## config.mk

```make
export PLATFORM = sky130hd
export DESIGN_NAME = privchk_top
export DESIGN_NICKNAME = d
export VERILOG_FILES = /design/src/rtl/privchk_pkg.sv /design/src/rtl/privchk_datapath.sv /design/src/rtl/privchk_control.sv /design/src/rtl/privchk_top.sv
export SDC_FILE = /design/constraint.sdc
export NUM_CORES = 1
export LEC_CHECK = 0
export CORE_ASPECT_RATIO = 1.2
export CORE_MARGIN = 3
export CORE_UTILIZATION = 34
export CTS_BUF_LIST = sky130_fd_sc_hd__clkbuf_4
export CTS_CLUSTER_SIZE = 24
export DETAILED_ROUTE_END_ITERATION = 8
export GPL_TIMING_DRIVEN = 0
export PLACE_DENSITY = 0.72
export SYNTH_ARGS = -nofsm -noshare
export SYNTH_HDL_FRONTEND = slang
export SYNTH_SLANG_ARGS = --single-unit
```

## constraint.sdc

```tcl
create_clock -name clk -period 0.8 [get_ports clk]
set_clock_uncertainty 0.2 [all_clocks]
set_input_delay 0.08 -clock clk [delete_from_list [all_inputs] [get_ports clk]]
set_output_delay 0.08 -clock clk [all_outputs]
set_load 0.02 [all_outputs]
```

## src/rtl/privchk_pkg.sv

```systemverilog
package privchk_pkg;

  typedef enum logic [1:0] {
    KIND_DATA = 2'd0,
    KIND_JUMP = 2'd1,
    KIND_GATE = 2'd2,
    KIND_RSVD = 2'd3
  } accKind_e;

  // comparison results produced by the datapath
  typedef struct packed {
    logic dataOk;
    logic jumpOk;
    logic gateOk;
    logic pageOk;
  } ruleFlags_t;

  // strobes from control to datapath
  typedef struct packed {
    logic grant;
    logic genProt;
    logic pageFlt;
    logic levelFromDesc;
  } ctrlStrobe_t;

endpackage

```

## src/rtl/privchk_datapath.sv

```systemverilog
module privchk_datapath
  import privchk_pkg::*;
#(
  parameter int LVL_W     = 2,
  parameter int SEL_W     = 16,
  parameter int SUPER_LVL = 0
) (
  input  logic              clk,
  input  logic              rstN,
  input  logic [LVL_W-1:0]  curLevel,
  input  logic [SEL_W-1:0]  selector,
  input  logic [LVL_W-1:0]  descLevel,
  input  logic [LVL_W-1:0]  gateLevel,
  input  logic              pageUser,
  input  ctrlStrobe_t       strobe,
  output ruleFlags_t        flags,
  output logic              grantOut,
  output logic              gpOut,
  output logic              pfOut,
  output logic [LVL_W-1:0]  levelOut,
  output logic [SEL_W-1:0]  faultSelOut
);

  localparam logic [LVL_W-1:0] SUPER_CODE = LVL_W'(SUPER_LVL);

  logic [LVL_W-1:0] reqLevel;
  logic [LVL_W-1:0] effLevel;
  logic [LVL_W-1:0] nextLevel;

  // requested level sits in the low bits of the selector
  assign reqLevel = selector[LVL_W-1:0];

  always_comb begin
    effLevel       = (curLevel > reqLevel) ? curLevel : reqLevel;
    flags.dataOk   = (effLevel <= descLevel);
    flags.jumpOk   = (curLevel == descLevel);
    flags.gateOk   = (curLevel <= gateLevel);
    flags.pageOk   = pageUser || (curLevel == SUPER_CODE);
    nextLevel      = strobe.levelFromDesc ? descLevel : curLevel;
  end

  always_ff @(posedge clk or negedge rstN) begin
    if (!rstN) begin
      grantOut    <= 1'b0;
      gpOut       <= 1'b0;
      pfOut       <= 1'b0;
      levelOut    <= '0;
      faultSelOut <= '0;
    end else begin
      grantOut    <= strobe.grant;
      gpOut       <= strobe.genProt;
      pfOut       <= strobe.pageFlt;
      levelOut    <= strobe.grant ? nextLevel : '0;
      faultSelOut <= strobe.genProt ? selector : '0;
    end
  end

endmodule

```

## src/rtl/privchk_control.sv

```systemverilog
module privchk_control
  import privchk_pkg::*;
(
  input  logic        reqValid,
  input  logic [1:0]  accKind,
  input  ruleFlags_t  flags,
  output ctrlStrobe_t strobe
);

  accKind_e kind;
  logic     segOk;

  assign kind = accKind_e'(accKind);

  always_comb begin
    unique case (kind)
      KIND_DATA: segOk = flags.dataOk;
      KIND_JUMP: segOk = flags.jumpOk;
      KIND_GATE: segOk = flags.gateOk;
      default:   segOk = 1'b0;
    endcase
    // segment failure outranks the page check
    strobe.genProt       = reqValid && !segOk;
    strobe.pageFlt       = reqValid && segOk && !flags.pageOk;
    strobe.grant         = reqValid && segOk && flags.pageOk;
    strobe.levelFromDesc = (kind == KIND_GATE);
  end

endmodule

```

## src/rtl/privchk_top.sv

```systemverilog
module privchk_top
  import privchk_pkg::*;
#(
  parameter int LVL_W     = 2,
  parameter int SEL_W     = 16,
  parameter int SUPER_LVL = 0
) (
  input  logic             clk,
  input  logic             rstN,
  input  logic             reqValid,
  input  logic [1:0]       accKind,
  input  logic [LVL_W-1:0] curLevel,
  input  logic [SEL_W-1:0] selector,
  input  logic [LVL_W-1:0] descLevel,
  input  logic [LVL_W-1:0] gateLevel,
  input  logic             pageUser,
  output logic             grantValid,
  output logic             gpFault,
  output logic             pageFault,
  output logic [LVL_W-1:0] grantLevel,
  output logic [SEL_W-1:0] faultSelector
);

  ruleFlags_t  flags;
  ctrlStrobe_t strobe;

  privchk_control ctrl_i (
    .reqValid (reqValid),
    .accKind  (accKind),
    .flags    (flags),
    .strobe   (strobe)
  );

  privchk_datapath #(
    .LVL_W     (LVL_W),
    .SEL_W     (SEL_W),
    .SUPER_LVL (SUPER_LVL)
  ) dp_i (
    .clk         (clk),
    .rstN        (rstN),
    .curLevel    (curLevel),
    .selector    (selector),
    .descLevel   (descLevel),
    .gateLevel   (gateLevel),
    .pageUser    (pageUser),
    .strobe      (strobe),
    .flags       (flags),
    .grantOut    (grantValid),
    .gpOut       (gpFault),
    .pfOut       (pageFault),
    .levelOut    (grantLevel),
    .faultSelOut (faultSelector)
  );

endmodule

```

==> impl_summary.txt, run 1 <==
----------------------------------------------------
[Outcome]
  Result of the run ... complete, but fails checks
  Failing checks ... negative hold slack, negative setup slack

[STA]
  Top achievable clock speed ... about 530 MHz
  Setup violation total in the final timing report ... 42
  Max Transition Viols Final ... 0
  Setup repair after global routing missed its margin ... yes
  Hold Worst Slack ... -0.468 ns
  Fin crit period ... 1.90 ns
  Rel. slew slack ... about 67%
  Final clock period utilization by the worst path ... 238%
  Number of hold-slack violations in the final timing report ... 27
  Setup TNS ... -28.19 ns
  Transition time at the pin with the least slew margin ... about 0.5 ns
  Post-layout worst setup margin ... -1.10 ns

[Synth]
  Fraction of the yosys area taken by sequential cells ... approximately 55%
  Syn Nets ... between 100 and 150
  Post-synthesis cell type with the largest combined area ... dfrtp_1
  Post-synthesis instance area ... around 950 um2
  Combinational family with the most area after synthesis ... simple AND/OR/NAND/NOR gates
  Async SR Flop Fraction ... between 90% and 100%
  Leading cell types by total area after synthesis ... dfrtp_1 55%, and3_1 11%, ha_1 9.2%, inv_1 2.8%, nor2_1 2.4%
  Leading cell type by number of instances after synthesis ... dfrtp_1
  XOR/XNOR share of the synthesized area ... between 1.5 and 2%
  Top cell type's share of synthesized area ... a little under three fifths
  Most numerous cell types in the synthesized netlist ... 21 x dfrtp_1, 16 x and3_1, 7 x ha_1, 7 x inv_1, 6 x nor2_1
  Simple-gate area share of the yosys netlist ... around a fifth
  Number of synthesized flops with an enable pin ... 0
  Post-synthesis average cell area ... between 10 and 15 um2
  Primary FF master, synth ... dfrtp_1
  Yosys warnings ... 0
  Post-synthesis register bit count ... 21
  Synthesized-area fraction occupied by adder cells ... a little under a tenth
  Share of the synthesized area in compound gates (AO/OA/AOI/OAI) ... 7.53%
  Gate Count Post-Synth ... 85
  Multiplexer area fraction after synthesis ... 0%
  Number of library cell types mapped by synthesis ... 21

[Final layout]
  Total of fill cells in the finished design ... 213
  Area growth, synth to finish ... 72.9%
  Layout cell share with drive strength beyond 1 ... approximately 36%
  Count of non-filler cells in the finished layout ... about 170
  Antenna diode count ... 0
  Total Nets Final ... approximately 180

[Detailed routing]
  Vias after detailed routing ... approximately 830
  Initial drt markers ... 12
  Via density per instance ... between 4 and 5
  Detailed-router iteration count before antenna repair ... 4
  Antenna viol nets, final ... 0
  Number of design rule violations left after detail routing ... 0
  WL/cell ... ~13 um
  Final wirelength ... around 2200 um

[Setup path]
  Type of the worst setup path ... primary input to register
  Endpoint class of the critical path ... register
  Critical path data required time ... 0.84 ns
  Crit path launch type ... primary input
  Number of buffers and inverters on the critical path ... 2
  Delay of the slowest critical-path stage ... 0.33 ns
  Cell with the largest stage delay on the worst path ... ha_1
  Critical path arrival ... about 1.9 ns
  Cell repeated most along the worst path ... o21ai_2
  Crit path max-delay family ... compound AO/OA/AOI/OAI gates
  Maximum fanout count along the critical path ... 5
  Cell chain of the critical path ... buf_6 > ha_4 > nand2b_4 > o21ai_2 > a221oi_2 > o21ai_1 > ha_1 > a21oi_2 > o21ai_2 > a31oi_4 > buf_4 > and3_4

[Clock network]
  Clock tree from TritonCTS ... yes
  Longest Clk Path Bufs ... 2
  Maximum level of the CTS H-tree ... 1
  Number of buffers added by the clock tree synthesis step ... 3
  Register clock-pin slew on the reported worst setup and hold paths ... around 0.11 ns
  Root buf cell ... clkbuf_4
  Clock sink count ... 21

[GRT]
  Pin count of the biggest net entering global routing ... 22
  Wire length of the first global-routing pass ... 3640 um
  Grt total ovfl ... 0
  Total global-route track usage ... 14.0%
  Vias in the first global route ... approximately 860
  Number of antenna violations at the first check in global routing ... 0

[Place]
  Number of input and output port buffers inserted ... 48
  Final HPWL DP ... 1720 um
  Weighted congestion reported at the end of routability-driven placement ... ~0.78
  Placed cell count ... about 170
  Pre-CTS setup slack ... -1.96 ns

[Power and ir drop]
  IR Drop Worst-Case VDD ... ~730 uV
  Power per Cell Area ... around 1500 nW/um2
  Leakage power of the design ... approximately 0.81 nW

[Min path]
  Worst hold path class ... primary input to async pin

[Floorplan]
  CORE AREA ... ~2600 um2
  Top-level port count ... just under 50
  Initial standard-cell utilization of the core ... between 30% and 40%
  DIE AREA ... ~3500 um2
  Site Rows ... 20
  Die H ... ~64 um
  Die Width ... between 50 and 60 um

[Run]
  Number of violations of the max-capacitance limit ... 0

----------------------------------------------------
-- final timing paths --
check	from	endpoint	slack, ns	cells after the start
min in group clk	selector[1]	dp_i.faultSelOut[1]	-0.12	2
max in group asynchronous	rstN	dp_i.faultSelOut[5]	0.53	1
setup / recovery	curLevel[1]	dp_i.faultSelOut[9]	-1.10	12
hold / removal	rstN	dp_i.faultSelOut[15]	-0.47	1
-- sequential cells by signal, indices dropped and copies added (netlist names) --
name,count
dp_i.faultSelOut,16
dp_i.gpOut,1
dp_i.grantOut,1
dp_i.levelOut,2
dp_i.pfOut,1
-- placed cells by master, fill, tap and decap left out, types with 2 or more instances in the layout --
cell,synthesis,routed
and3_4,0,2
ha_4,0,3
nor2b_1,3,3
buf_2,0,2
buf_6,0,24
clkdlybuf4s50_1,0,22
inv_1,7,4
nand2_1,3,3
ha_1,7,4
and3_1,16,14
buf_4,2,2
clkbuf_4,0,3
a21oi_1,3,2
nor3_1,2,2
xor2_1,2,2
nor2_1,6,6
dfrtp_1,21,21
o21ai_2,0,2
-- timing repair --
| action | in CTS | in global routing |
|---|---|---|
| gates resized for setup | 159 | 8 |
| setup endpoints to repair | 63 | 63 |
| cloned | 1 | 1 |
| endpoints found under the hold margin | 25 | 23 |
| pin swaps | 5 | 4 |
| setup buffers | 0 | 0 |
-- cell type report --
| class | instances | area, um2 | area share, % |
|---|---|---|---|
| clock inverter | 1 | 5.00 | 0.306 |
| buffer | 3 | 22.5 | 1.38 |
| multi-input combinational | 54 | 458 | 28.0 |
| timing repair buffer | 50 | 522 | 31.9 |
| tap | 33 | 41.3 | 2.52 |
| clock buffer | 3 | 22.5 | 1.38 |
| sequential | 21 | 526 | 32.1 |
| inverter | 7 | 41.3 | 2.52 |
-- power breakdown --
part           internal, mW  switching, mW  leakage, nW  total, mW
Combinational         0.411          0.339        0.509      0.750
Sequential             1.13         0.0307        0.280       1.16
Clock                 0.186          0.293       0.0177      0.479
-- cells by family (layout without fill, tap and decap cells) --
group | after synthesis | in the layout
AOI/OAI and AO/OA | 11 | 11
xor gates and xnor gates | 2 | 2
adders and majority gates | 7 | 7
buffers and inverters | 10 | 64
DFF | 21 | 21
and+or+nand+nor | 34 | 34
-- through the flow --
| step | cell area, um2 | util, % | total power, mW |
|---|---|---|---|
| global route | 1640 | 62.9 | 2.55 |
| global placement | 1510 | 58.1 | 1.82 |
| finish | 1640 | 62.9 | 2.39 |
| detailed placement | 1510 | 58.1 | 1.83 |
| CTS | 1600 | 61.6 | 2.38 |
| floorplan | 991 | - | 1.47 |
-- metal layers --
layer | wire [um] | vias to the layer above | GRT usage, %
li1 | - | 399 | -
met1 | 817 | 378 | 15.8
met2 | 1140 | 44 | 24.6
met3 | 258 | 4 | 2.80
met4 | 33 | 0 | 5.92
met5 | 0 | - | 0
(Power assumes the default switching activity.)
==> run 2: changes to the inputs <==
--- a/config.mk
+++ b/config.mk
@@ -7,12 +7,12 @@
 export LEC_CHECK = 0
 export CORE_ASPECT_RATIO = 1.2
 export CORE_MARGIN = 3
-export CORE_UTILIZATION = 34
+export CORE_UTILIZATION = 40
 export CTS_BUF_LIST = sky130_fd_sc_hd__clkbuf_4
 export CTS_CLUSTER_SIZE = 24
 export DETAILED_ROUTE_END_ITERATION = 8
 export GPL_TIMING_DRIVEN = 0
-export PLACE_DENSITY = 0.72
+export PLACE_DENSITY = 0.83
 export SYNTH_ARGS = -nofsm -noshare
 export SYNTH_HDL_FRONTEND = slang
 export SYNTH_SLANG_ARGS = --single-unit
==> impl_summary.txt, run 2 (synthesized netlist as in run 1, its figures left out) <==
----------------------------------------------------
[Detailed routing]
  WL/cell ... 15.6 um (+19%)
  Max layer used ... met4
  Antenna viol nets, final ... 0 (unchanged)
  Detailed-router iteration count before antenna repair ... 4 (unchanged)
  Routed length on met1 ... 989 um (+21%)
  Initial drt markers ... 9 (-3)
  Final wirelength ... 2640 um (+17%)
  Via density per instance ... 5.04 (+5.1%)
  Total met3 wirelength after detailed routing ... 215 um (-17%)
  Routed length on met2 ... 1400 um (+23%)
  Vias after detailed routing ... 852 (+3.3%)
  Number of design rule violations left after detail routing ... 0 (unchanged)

[Clock network]
  Maximum level of the CTS H-tree ... 1 (unchanged)
  Clock sink count ... 21 (unchanged)
  Buffers inserted by post-CTS timing repair ... 0 (unchanged)
  Root buf cell ... clkbuf_4
  Longest Clk Path Bufs ... 2 (unchanged)
  Register clock-pin slew on the reported worst setup and hold paths ... 0.11 ns (about the same)
  Clock tree from TritonCTS ... yes
  Number of buffers added by the clock tree synthesis step ... 3 (unchanged)

[Power and ir drop]
  Clock group share of total power ... 21.0% (+0.9 points)
  Sequential Power Share ... 47.1% (-1.4 points)
  Tot Pwr ... 2.47 mW (+3.4%)
  Net Sw Frac ... 27.8% (+0.067 points)
  IR Drop Worst-Case VDD ... 939 uV (+28%)
  Power share of the combinational group ... 31.9% (+0.5 points)
  Net switching power of the design ... 0.687 mW (+3.6%)
  Cell Int Power ... 1.78 mW (+3.3%)
  Power per Cell Area ... 1480 nW/um2 (+1.7%)
  Leakage power of the design ... 0.825 nW (+2.3%)

[Setup path]
  Crit path launch type ... primary input
  Number of buffers and inverters on the critical path ... 3 (+1)
  Stages on worst setup path ... 13 (+1)
  Critical path data required time ... 0.84 ns (about the same)
  Cell repeated most along the worst path ... o21ai_2
  Crit path max-delay family ... compound AO/OA/AOI/OAI gates
  Cell with the largest stage delay on the worst path ... ha_1
  Critical path arrival ... 1.91 ns (-0.03 ns)
  Delay of the slowest critical-path stage ... 0.29 ns (-0.04 ns)
  Endpoint class of the critical path ... register
  Maximum fanout count along the critical path ... 5 (unchanged)
  Cell chain of the critical path ... buf_12 > inv_12 > ha_4 > nand2b_4 > o21ai_2 > a221oi_2 > o21ai_1 > ha_1 > a21oi_2 > o21ai_2 > a31oi_4 > buf_6 > and3_4
  Type of the worst setup path ... primary input to register
  Crit path from ... selector[1]

[Floorplan]
  Site Rows ... 18 (-10%)
  Die H ... 59.3 um (-7.1%)
  DIE AREA ... 2990 um2 (-14%)
  CORE AREA ... 2160 um2 (-17%)
  Die Width ... 50.4 um (-6.9%)
  Top-level port count ... 49 (unchanged)
  Initial standard-cell utilization of the core ... 43.8% (+7.4 points)

[STA]
  Rel. slew slack ... 67.4% (+0.85 points)
  Fin crit period ... 1.88 ns (-0.0249 ns)
  Max Transition Viols Final ... 0 (unchanged)
  Number of hold-slack violations in the final timing report ... 24 (-11%)
  Transition time at the pin with the least slew margin ... 0.488 ns (-0.0127 ns)
  Post-layout worst setup margin ... -1.08 ns (+0.0249 ns)
  Hold Worst Slack ... -0.476 ns (-0.00813 ns)
  Setup violation total in the final timing report ... 42 (unchanged)
  Setup repair after global routing missed its margin ... yes
  Top achievable clock speed ... 533 MHz (+1.3%)
  Final clock period utilization by the worst path ... 234% (-3.1 points)

[Place]
  Final HPWL DP ... 1800 um (+5.0%)
  Placed cell count ... 163 (-1.8%)
  Cell area after placement ... 1510 um2 (-0.25%)
  Number of input and output port buffers inserted ... 48 (unchanged)
  Weighted congestion reported at the end of routability-driven placement ... 0.756 (-3.6%)

[Final layout]
  Antenna diode count ... 0 (unchanged)
  Biggest regs ... dp_i.faultSelOut x16, dp_i.levelOut x2
  Top library cells by usage in the layout, fill and taps aside ... 27 x buf_6, 21 x dfrtp_1, 21 x clkdlybuf4s50_1, 15 x and3_1
  Total of fill cells in the finished design ... 149 (-30%)
  Total Nets Final ... 175 (unchanged)
  Count of non-filler cells in the finished layout ... 169 (-1.7%)
  Area growth, synth to finish ... 75.8%
  Register with the highest flop count ... dp_i.faultSelOut
  Most common cell after layout, fill and taps aside ... buf_6
  Layout cell share with drive strength beyond 1 ... 38.1% (+2.2 points)
  Post-route cell area ... 1670 um2 (+1.7%)
  Largest register FFs ... 16 (unchanged)

[Min path]
  Worst hold path class ... primary input to async pin

[Outcome]
  Result of the run ... complete, but fails checks
  Failing checks ... negative hold slack, negative setup slack

[GRT]
  Pin count of the biggest net entering global routing ... 22 (unchanged)
  Vias in the first global route ... 916 (+6.8%)
  Total global-route track usage ... 19.9% (+5.9 points)
  Number of antenna violations at the first check in global routing ... 0 (unchanged)
  Grt total ovfl ... 0 (unchanged)
  Wire length of the first global-routing pass ... 4320 um (+19%)

[Run]
  Number of violations of the max-capacitance limit ... 0 (unchanged)

----------------------------------------------------
## run 2: through the flow
step | hold slack (ns) | setup TNS [ns] | setup slack, ns | utilization (%)
after floorplan | -0.416 | -22.49 | -1.09 | -
after global placement | 0.411 | -60.12 | -1.94 | 69.8
after detailed placement | 0.432 | -63.23 | -2.05 | 69.8
after CTS | -0.175 | -29.70 | -1.15 | 74.5
after global routing | -0.470 | -31.21 | -1.17 | 77.0
final | -0.476 | -28.04 | -1.08 | 77.0
## run 2: how the worst max path moves through the flow
stage          slack, ns                    to
5_1_grt            -1.17  dp_i.faultSelOut[13]
3_5_place_dp       -2.05  dp_i.faultSelOut[13]
3_3_place_gp       -1.94  dp_i.faultSelOut[10]
2_1_floorplan      -1.09  dp_i.faultSelOut[10]
4_1_cts            -1.15  dp_i.faultSelOut[13]
6_report           -1.08  dp_i.faultSelOut[13]
## run 2: routing by layer
layer  vias up  global-route usage, %
met3         2                   5.29
met2        43                   36.6
li1        398                      -
met5         -                      0
met4         0                   9.23
met1       409                   21.1
## run 2: area by class of cell
cell class                      count  area [um2]  share of cell area, %
Multi-Input combinational cell     54         468                   28.1
Sequential cell                    21         526                   31.6
Tap cell                           30        37.5                   2.25
Clock buffer                        4        30.0                   1.80
Inverter                            7        41.3                   2.48
Timing Repair Buffer               50         537                   32.2
Buffer                              3        26.3                   1.58
## run 2: repair_timing
action,4_1_cts,5_1_grt
resized for setup,161,16
setup endpoints to repair,63,63
cloned,2,0
endpoints found under the hold margin,23,23
pin swaps,9,3
## run 2: power groups by stage
stage	sequential, mW	clock [mW]	combinational (mW)
6_report	1.16	0.518	0.788
5_1_grt	1.17	0.601	0.847
4_1_cts	1.16	0.522	0.731
3_5_place_dp	1.17	0	0.673
3_3_place_gp	1.16	0	0.649
2_1_floorplan	1.26	0	0.219
==> run 3: changes to the inputs <==
--- a/config.mk
+++ b/config.mk
@@ -5,8 +5,9 @@
 export SDC_FILE = /design/constraint.sdc
 export NUM_CORES = 1
 export LEC_CHECK = 0
+export ABC_CLOCK_PERIOD_IN_PS = 800
 export CORE_ASPECT_RATIO = 1.2
-export CORE_MARGIN = 3
+export CORE_MARGIN = 10
 export CORE_UTILIZATION = 40
 export CTS_BUF_LIST = sky130_fd_sc_hd__clkbuf_4
 export CTS_CLUSTER_SIZE = 24
==> impl_summary.txt, run 3 (synthesized netlist as in run 1, its figures left out) <==
----------------------------------------------------
[Outcome]
  Result of the run ... complete, but fails checks
  Failing checks ... negative hold slack, negative setup slack

[Detailed routing]
  Via density per instance ... 4.92 (-2.3%)
  WL/cell ... 16.7 um (+6.9%)
  Vias after detailed routing ... 842 (-1.2%)
  Initial drt markers ... 22 (+13)
  Antenna viol nets, final ... 0 (unchanged)
  Detailed-router iteration count before antenna repair ... 3 (-1)
  Number of design rule violations left after detail routing ... 0 (unchanged)
  Final wirelength ... 2850 um (+8.2%)

[STA]
  Transition time at the pin with the least slew margin ... 0.501 ns (+0.0127 ns)
  Rel. slew slack ... 66.6% (-0.85 points)
  Final clock period utilization by the worst path ... 236% (+1.1 points)
  Max Transition Viols Final ... 0 (unchanged)
  Hold Worst Slack ... -0.475 ns (+0.000753 ns)
  Number of hold-slack violations in the final timing report ... 24 (unchanged)
  Setup TNS ... -28.19 ns (-0.153 ns)
  Post-layout worst setup margin ... -1.09 ns (-0.00914 ns)
  Setup repair after global routing missed its margin ... yes
  Fin crit period ... 1.89 ns (+0.00914 ns)
  Setup violation total in the final timing report ... 42 (unchanged)
  Top achievable clock speed ... 530 MHz (-0.48%)

[Setup path]
  Critical path arrival ... 1.92 ns (about the same)
  Crit path launch type ... primary input
  Endpoint class of the critical path ... register
  Delay of the slowest critical-path stage ... 0.31 ns (+0.02 ns)
  Critical path data required time ... 0.84 ns (about the same)
  Cell chain of the critical path ... buf_12 > inv_12 > ha_4 > nand2b_4 > o21ai_2 > a221oi_2 > o21ai_1 > ha_1 > a21oi_2 > o21ai_2 > a31oi_2 > buf_6 > buf_6 > and3_4
  Cell with the largest stage delay on the worst path ... ha_1
  Type of the worst setup path ... primary input to register
  Maximum fanout count along the critical path ... 5 (unchanged)

[Place]
  Final HPWL DP ... 2230 um (+24%)
  Number of input and output port buffers inserted ... 48 (unchanged)
  Weighted congestion reported at the end of routability-driven placement ... 0.769 (+1.7%)
  Placed cell count ... 164 (+0.61%)
  Pre-CTS setup slack ... -2.05 ns (-0.00482 ns)

[Power and ir drop]
  Power per Cell Area ... 1480 nW/um2 (about the same)
  IR Drop Worst-Case VDD ... 888 uV (-5.4%)
  Leakage power of the design ... 0.822 nW (-0.29%)

[Final layout]
  Total of fill cells in the finished design ... 163 (+9.4%)
  Biggest regs ... dp_i.faultSelOut x16, dp_i.levelOut x2
  Layout cell share with drive strength beyond 1 ... 39.3% (+1.2 points)
  Largest register FFs ... 16 (unchanged)
  Antenna diode count ... 0 (unchanged)
  Most common cell after layout, fill and taps aside ... buf_6
  Top library cells by usage in the layout, fill and taps aside ... 27 x buf_6, 22 x clkdlybuf4s50_1, 21 x dfrtp_1, 13 x and3_1, 5 x nor2_1
  Count of non-filler cells in the finished layout ... 171 (+1.2%)
  Area growth, synth to finish ... 77.5%
  Total Nets Final ... 176 (+0.57%)
  Register with the highest flop count ... dp_i.faultSelOut

[GRT]
  Pin count of the biggest net entering global routing ... 22 (unchanged)
  Grt total ovfl ... 0 (unchanged)
  Number of antenna violations at the first check in global routing ... 0 (unchanged)
  Wire length of the first global-routing pass ... 4790 um (+11%)
  Vias in the first global route ... 972 (+6.1%)
  Total global-route track usage ... 12.7% (-7.2 points)

[Clock network]
  Number of buffers added by the clock tree synthesis step ... 3 (unchanged)
  Clock sink count ... 21 (unchanged)
  Clock tree from TritonCTS ... yes
  Longest Clk Path Bufs ... 2 (unchanged)
  Root buf cell ... clkbuf_4
  Register clock-pin slew on the reported worst setup and hold paths ... 0.11 ns (about the same)
  Maximum level of the CTS H-tree ... 1 (unchanged)

[Floorplan]
  Site Rows ... 19 (+1)
  Top-level port count ... 49 (unchanged)
  CORE AREA ... 2280 um2 (+5.6%)
  Initial standard-cell utilization of the core ... 41.5% (-2.3 points)
  Die H ... 73.3 um (+24%)
  Die Width ... 64.4 um (+28%)
  DIE AREA ... 4720 um2 (+58%)

[Run]
  Number of violations of the max-capacitance limit ... 0 (unchanged)

[Min path]
  Worst hold path class ... primary input to async pin

----------------------------------------------------
==> run 3: final timing paths <==
kind,startpoint,endpoint,cells after the start
worst max-delay path,selector[1],dp_i.faultSelOut[11],14
worst min-delay path,rstN,dp_i.faultSelOut[2],1
max in group asynchronous,rstN,dp_i.faultSelOut[14],1
min in group clk,selector[1],dp_i.faultSelOut[1],2
==> run 3: cell type report <==
type                    count  area [um2]  area share (%)
repair buffers             51         547            32.5
flip-flops and latches     21         526            31.3
multi-input cells          54         473            28.1
inverters                   7        41.3            2.46
well taps                  31        38.8            2.31
clock buffers               4        30.0            1.79
plain buffers               3        26.3            1.56
==> run 3: metrics by stage <==
step	utilization (%)	instance area, um2	hold slack, ns	power [mW]
global route	73.7	1680	-0.443	2.63
finish	73.7	1680	-0.475	2.50
CTS	70.6	1610	-0.211	2.44
floorplan	-	991	-0.416	1.47
global placement	66.2	1510	0.417	1.82
detailed placement	66.2	1510	0.430	1.85
==> run 3: repair_timing <==
item                       in CTS  in global routing
buffers inserted                1                  0
gates resized for setup       159                 18
setup endpoints to repair      63                 63
pin swaps                       5                  7
gates cloned                    2                  0
hold endpoints to repair       24                 24
==> run 3: power breakdown <==
part / internal, mW / total (mW) / switching, mW
Combinational: 0.443 / 0.811 / 0.368
Clock: 0.228 / 0.524 / 0.296
Sequential: 1.13 / 1.16 / 0.0322
Total: 1.80 / 2.50 / 0.696
==> run 3: per-layer routing <==
| metal | vias up | wire, um | global-route usage [%] |
|---|---|---|---|
| met5 | - | 0 | 0 |
| met4 | 0 | 8 | 2.86 |
| met3 | 2 | 225 | 4.56 |
| met2 | 39 | 1430 | 23.1 |
| met1 | 401 | 1180 | 13.8 |
| li1 | 400 | - | - |
==> run 3: critical path: cells and delay by family <==
kind	cells	cell delay (ns)
compound gates	6	0.76
fa+ha+maj	2	0.47
simple gates	2	0.23
buf+inv	4	0.38
